File: config.mk
export PLATFORM = sky130hd
export DESIGN_NAME = fdiv_core
export DESIGN_NICKNAME = d
export VERILOG_FILES = /design/src/rtl/fdiv_pkg.sv /design/src/rtl/fdiv_special.sv /design/src/rtl/fdiv_step.sv /design/src/rtl/fdiv_core.sv
export SDC_FILE = /design/constraint.sdc
export NUM_CORES = 1
export LEC_CHECK = 0
export CORE_ASPECT_RATIO = 2
export CORE_MARGIN = 1
export CORE_UTILIZATION = 69
export DETAILED_ROUTE_END_ITERATION = 7
export DONT_BUFFER_PORTS = 1
export MAX_ROUTING_LAYER = met4
export PLACE_DENSITY_LB_ADDON = 0.2
export SYNTH_ARGS = -nofsm -noshare
export SYNTH_HDL_FRONTEND = slang
export SYNTH_SLANG_ARGS = --single-unit
File: constraint.sdc
create_clock -name clk -period 7.3 [get_ports clk]
set_input_delay 0.73 -clock clk [delete_from_list [all_inputs] [get_ports clk]]
set_output_delay 0.73 -clock clk [all_outputs]
set_load 0.1 [all_outputs]
File: src/rtl/fdiv_pkg.sv
package fdiv_pkg;

  typedef enum logic [1:0] {
    CLS_ZERO = 2'b00,
    CLS_NORM = 2'b01,
    CLS_INF  = 2'b10,
    CLS_NAN  = 2'b11
  } fcls_e;

  // Outcome of the special-operand decision table
  typedef enum logic [2:0] {
    SP_NONE,    // both finite and nonzero: iterate
    SP_PASS_A,  // return dividend as-is
    SP_PASS_B,  // return divisor as-is
    SP_NEWNAN,  // fresh quiet NaN, invalid flag
    SP_ZERO,    // signed zero
    SP_INF      // signed infinity, divide-by-zero flag
  } sp_kind_e;

endpackage

File: src/rtl/fdiv_special.sv
module fdiv_special
  import fdiv_pkg::*;
(
  input  logic [1:0] a_cls,
  input  logic       a_snan,
  input  logic [1:0] b_cls,
  input  logic       b_snan,
  output sp_kind_e   kind
);

  logic a_nan, b_nan, a_edge;

  assign a_nan  = (a_cls == CLS_NAN);
  assign b_nan  = (b_cls == CLS_NAN);
  assign a_edge = (a_cls == CLS_INF) || (a_cls == CLS_ZERO);

  always_comb begin
    if (a_nan || b_nan) begin
      // the dividend wins if it is the only NaN or the only signaling one
      kind = (a_nan && (!b_nan || (a_snan && !b_snan))) ? SP_PASS_A : SP_PASS_B;
    end else if (a_edge) begin
      kind = (a_cls == b_cls) ? SP_NEWNAN : SP_PASS_A;
    end else if (b_cls == CLS_INF) begin
      kind = SP_ZERO;
    end else if (b_cls == CLS_ZERO) begin
      kind = SP_INF;
    end else begin
      kind = SP_NONE;
    end
  end

endmodule

File: src/rtl/fdiv_step.sv
module fdiv_step #(
  parameter int MANT_W = 12
) (
  input  logic [MANT_W:0]   rem_in,
  input  logic [MANT_W-1:0] divisor,
  output logic              ge,
  output logic [MANT_W:0]   rem_out
);

  localparam int DW = MANT_W + 2;

  logic [DW-1:0] diff;

  // compare by the borrow of a full-width subtraction
  assign diff    = {1'b0, rem_in} - {2'b00, divisor};
  assign ge      = ~diff[DW-1];
  assign rem_out = ge ? diff[MANT_W:0] : rem_in;

endmodule

File: src/rtl/fdiv_core.sv
module fdiv_core
  import fdiv_pkg::*;
#(
  parameter int MANT_W = 12,
  parameter int EXP_W  = 10
) (
  input  logic              clk,
  input  logic              rst,
  input  logic              start,
  input  logic [1:0]        a_cls,
  input  logic              a_snan,
  input  logic              a_sign,
  input  logic [EXP_W-1:0]  a_exp,
  input  logic [MANT_W-1:0] a_mant,
  input  logic [1:0]        b_cls,
  input  logic              b_snan,
  input  logic              b_sign,
  input  logic [EXP_W-1:0]  b_exp,
  input  logic [MANT_W-1:0] b_mant,
  output logic              busy,
  output logic              done,
  output logic [1:0]        res_cls,
  output logic              res_snan,
  output logic              res_sign,
  output logic [EXP_W-1:0]  res_exp,
  output logic [MANT_W-1:0] res_mant,
  output logic              res_sticky,
  output logic              flag_nv,
  output logic              flag_dz
);

  localparam int CNT_W = $clog2(MANT_W + 1);
  localparam logic [MANT_W-1:0] QNAN_MANT = MANT_W'(1) << (MANT_W - 2);

  sp_kind_e          kind;
  logic [MANT_W:0]   rem_q;
  logic [MANT_W-1:0] quo_q;
  logic [MANT_W-1:0] div_q;
  logic [CNT_W-1:0]  cnt_q;
  logic [EXP_W-1:0]  exp_q;
  logic              sign_q;

  logic [MANT_W:0]   step_in, step_rem;
  logic [MANT_W-1:0] step_div;
  logic              step_ge;

  logic [1:0]        sp_cls;
  logic              sp_snan, sp_sign, sp_nv, sp_dz;
  logic [EXP_W-1:0]  sp_exp;
  logic [MANT_W-1:0] sp_mant;

  fdiv_special u_spec (
    .a_cls  (a_cls),
    .a_snan (a_snan),
    .b_cls  (b_cls),
    .b_snan (b_snan),
    .kind   (kind)
  );

  // one subtractor shared by the trial step and every loop step
  assign step_in  = busy ? {rem_q[MANT_W-1:0], 1'b0} : {1'b0, a_mant};
  assign step_div = busy ? div_q : b_mant;

  fdiv_step #(.MANT_W(MANT_W)) u_step (
    .rem_in  (step_in),
    .divisor (step_div),
    .ge      (step_ge),
    .rem_out (step_rem)
  );

  always_comb begin
    sp_cls  = a_cls;
    sp_snan = a_snan;
    sp_sign = a_sign;
    sp_exp  = a_exp;
    sp_mant = a_mant;
    sp_nv   = 1'b0;
    sp_dz   = 1'b0;
    case (kind)
      SP_PASS_B: begin
        sp_cls  = b_cls;
        sp_snan = b_snan;
        sp_sign = b_sign;
        sp_exp  = b_exp;
        sp_mant = b_mant;
      end
      SP_NEWNAN: begin
        sp_cls  = CLS_NAN;
        sp_snan = 1'b0;
        sp_sign = 1'b0;
        sp_exp  = '0;
        sp_mant = QNAN_MANT;
        sp_nv   = 1'b1;
      end
      SP_ZERO: begin
        sp_cls  = CLS_ZERO;
        sp_sign = a_sign ^ b_sign;
      end
      SP_INF: begin
        sp_cls  = CLS_INF;
        sp_sign = a_sign ^ b_sign;
        sp_dz   = 1'b1;
      end
      default: ;
    endcase
  end

  always_ff @(posedge clk) begin
    if (rst) begin
      busy       <= 1'b0;
      done       <= 1'b0;
      rem_q      <= '0;
      quo_q      <= '0;
      div_q      <= '0;
      cnt_q      <= '0;
      exp_q      <= '0;
      sign_q     <= 1'b0;
      res_cls    <= '0;
      res_snan   <= 1'b0;
      res_sign   <= 1'b0;
      res_exp    <= '0;
      res_mant   <= '0;
      res_sticky <= 1'b0;
      flag_nv    <= 1'b0;
      flag_dz    <= 1'b0;
    end else begin
      done <= 1'b0;
      if (busy) begin
        rem_q <= step_rem;
        quo_q <= {quo_q[MANT_W-2:0], step_ge};
        cnt_q <= cnt_q - CNT_W'(1);
        if (cnt_q == CNT_W'(1)) begin
          busy       <= 1'b0;
          done       <= 1'b1;
          res_cls    <= CLS_NORM;
          res_snan   <= 1'b0;
          res_sign   <= sign_q;
          res_exp    <= exp_q;
          res_mant   <= {quo_q[MANT_W-2:0], step_ge};
          res_sticky <= |step_rem;
          flag_nv    <= 1'b0;
          flag_dz    <= 1'b0;
        end
      end else if (start) begin
        if (kind == SP_NONE) begin
          // trial step fixes the normalization shift up front
          busy   <= 1'b1;
          div_q  <= b_mant;
          rem_q  <= step_rem;
          quo_q  <= {{(MANT_W-1){1'b0}}, step_ge};
          cnt_q  <= step_ge ? CNT_W'(MANT_W - 1) : CNT_W'(MANT_W);
          exp_q  <= a_exp - b_exp - {{(EXP_W-1){1'b0}}, ~step_ge};
          sign_q <= a_sign ^ b_sign;
        end else begin
          done       <= 1'b1;
          res_cls    <= sp_cls;
          res_snan   <= sp_snan;
          res_sign   <= sp_sign;
          res_exp    <= sp_exp;
          res_mant   <= sp_mant;
          res_sticky <= 1'b0;
          flag_nv    <= sp_nv;
          flag_dz    <= sp_dz;
        end
      end
    end
  end

endmodule

==> results.txt <==
Status - finished, final reports clean
Post-detail-place hpwl - 10.4 mm
Worst-skew pair later-pin latency - 0.34 ns
Filler cells - 604
Post-synth ARST share - 0%
Hold Path Cell Cnt - 1
Min-Delay Startpoint - rst
Wire length of the first global-routing pass - 22.4 mm
CP Buf/Inv Count - 1
Diodes inserted - 0
MaxCap Viol Count - 0
DIE HEIGHT - 126 um
Syn nets - 746
Largest net degree at the start of global routing - 83
All-layer global routing usage - 37.0%
Setup Fix Bufs, Post-CTS - 0
CP max stage cell - dfxtp_4
Antenna viol nets, final - 0
Reg2Reg Depth - 16
Worst R2R End - exp_q[9]
Die Wd - 64.2 um
CP top delay family - compound AO/OA/AOI/OAI gates
Worst hold slack - 0.448 ns
Syn avg cell area - 8.11 um2
Period utilization - 71.9%
Die area - 8100 um2
Peak Freq - 191 MHz
PostCTS Resize Cnt - 0
Number of synthesized flops with an enable pin - 0
Worst IR Drop VDD - 0.179 mV
Slew @ Worst Pin - 1.12 ns
Largest cells by area after synthesis - dfxtp_1, ha_1, nand2_1
Avg WL per Cell - 20.0 um
Final hold vios - 0
Hold path endpoint - res_exp[8]
Setup CP Type - reg -> reg
Setup crit start kind - register
CTS buffer count - 9
Synth unique cells - 66
Layout cells sized above 1 - 12.1%
Final setup fails - 0
Clock Path Buffers - 2
Vias in the first global route - 4739
Post-synthesis sequential area ratio - 30.4%
Reg2Reg Setup Slack - 2.05 ns
Area growth syn-to-layout - 3.64%
Initial DRC Count - 316
Critical path arrival - 5.50 ns
Mapped Cells - 657
Row count - 45
CTS tree - yes
Htree depth - 3
Leading area contributor after synthesis - dfxtp_1
Ys Warns - 0
P_leak - 0.00212 uW
Gp weighted congestion - 0.924
Seq cells post-synth - 81
Cell mode on critical path - a21oi_1
Power Dens Cells - 261 nW/um2
RR Startpoint - busy
Worst-case clock skew - 0.00523 ns
Slew Viols, Final - 0
Wire length after detailed routing - 14.4 mm
Starting Density - 70.6%
Initial antenna violation count - 0
Ports - 86
DRC viols - 0
Clock slew at reported path FFs - 0.06 ns
# hold bufs at CTS - 0
DRT Pass-1 Iters - 5
Critical path fanouts, max - 65
# port buffers - 0
CP required - 7.55 ns
Via density per instance - 6.73
CTS root buf - clkbuf_16
CP endpoint kind - register
Synth Flop Type - dfxtp_1
Via Count - 4858
Tmin final - 5.25 ns
Max transition margin - 25.1%
RSZ-0062 raised after global routing - false
Worst path max stage delay - 1.04 ns
Top cell type's share of synthesized area - 30.4%
Setup_tns - 0 ns
Worst min-delay path class - in -> reg
Critical-path cell list - mux2_2 -> ha_1 -> o21ai_0 -> a21oi_1 -> a21oi_1 -> a31o_2 -> inv_2 -> fa_1 -> ha_1 -> o21ai_0 -> a211oi_1 -> a31o_2 -> a21o_1 -> a21oi_1 -> xnor2_1 -> a211oi_1
Clk sink count - 81
Core area - 7540 um2
Setup crit start - busy
Post-Syn Area - 5330 um2
Grt total ovfl - 0
Nets - 713
## synth_stat cells, types with 11 or more instances
cell type  instances
ha_1              31
nor2_1            39
nand2_2           19
nand3_1           16
buf_2             13
o211ai_1          15
mux2_2            11
mux2i_1           22
clkbuf_1          22
a21oi_2           20
nor3_1            14
dfxtp_1           81
nand2_1           89
o21ai_0           15
a221o_1           12
a21oi_1           58
inv_1             39
a211oi_1          13
## power by group
group	leakage, uW	total, uW	internal (uW)	switching, uW
Sequential	0.000662	600	474	126
Combinational	0.00130	356	141	215
Clock	0.000152	484	300	185
## kinds of logic (layout without fill, tap and decap cells)
family	Yosys count	after routing	share of synthesized area, %
AO/OA/AOI/OAI	190	190	24.8
XOR/XNOR	17	17	2.79
adder cells (fa/ha/maj)	34	34	8.40
buffers and inverters	87	58	7.75
flip-flops	81	81	30.4
multiplexers	33	33	6.46
AND/OR/NAND/NOR	215	215	19.3
## per-layer routing
| metal | up-vias | global-route usage, % | routed length (um) |
|---|---|---|---|
| met5 | - | - | 0 |
| met4 | 0 | 25.4 | 898 |
| met3 | 57 | 5.85 | 942 |
| met2 | 210 | 66.1 | 7620 |
| met1 | 2316 | 35.2 | 4980 |
| li1 | 2275 | - | - |
## metrics by stage
step | cells | utilization (%) | power [uW] | setup slack, ns | cell area, um2
global route | 722 | 73.2 | 1500 | 1.74 | 5520
finish | 722 | 73.2 | 1440 | 2.05 | 5520
detailed placement | 707 | 69.0 | 958 | 2.14 | 5210
global placement | 707 | 69.0 | 945 | 2.31 | 5210
CTS | 722 | 73.2 | 1440 | 2.12 | 5520
floorplan | 657 | - | 898 | 1.65 | 5330
## layout make-up
type	instances	area [um2]	area share [%]
sequential	81	1630	29.4
inverter	41	154	2.79
tap	94	118	2.13
clock buffer	9	225	4.08
clock inverter	6	91.3	1.65
multi-input combinational	489	3300	59.7
timing repair buffer	2	15.0	0.272
## layout by cell type, fill, tap and decap left out, types with 3 or more instances in the layout
cell       synthesis  routed
nand2b_1           6       6
a221o_1           12      12
nor3_1            14      14
o21bai_1           5       5
a21o_1             6       6
nand2_2           19      19
a21oi_1           58      58
a211oi_1          13      13
clkbuf_16          0       9
xnor2_1            9       9
inv_1             39      39
dfxtp_1           81      80
nand3b_1           4       4
mux2_2            11      11
mux2i_1           22      22
nand3_1           16      16
a21oi_2           20      20
nor4_1             3       3
nand4_1            3       3
nand2_1           89      89
a311oi_1           9       9
o21ai_0           15      15
ha_1              31      31
o211ai_1          15      15
xor2_1             8       8
a22oi_1           10      10
fa_1               3       3
o21ai_1            3       3
o2111ai_1          3       3
nor2_1            39      39
## state kept, by name, indices dropped and copies added, names as in the netlist
name,cells
busy,1
quo_q,11
exp_q,10
res_cls,2
cnt_q,4
res_mant,12
flag_nv,1
res_sticky,1
sign_q,1
res_snan,1
res_sign,1
div_q,12
flag_dz,1
res_exp,10
rem_q,12
done,1
## how the worst max path moves through the flow
stage                     endpoint  cells after the start
after floorplan           exp_q[9]                     23
after global placement    exp_q[9]                     17
after detailed placement  exp_q[9]                     17
after CTS                 exp_q[9]                     16
after global routing      exp_q[9]                     17
final                     exp_q[9]                     16
Note: power is estimated with default switching activity, not from simulation.
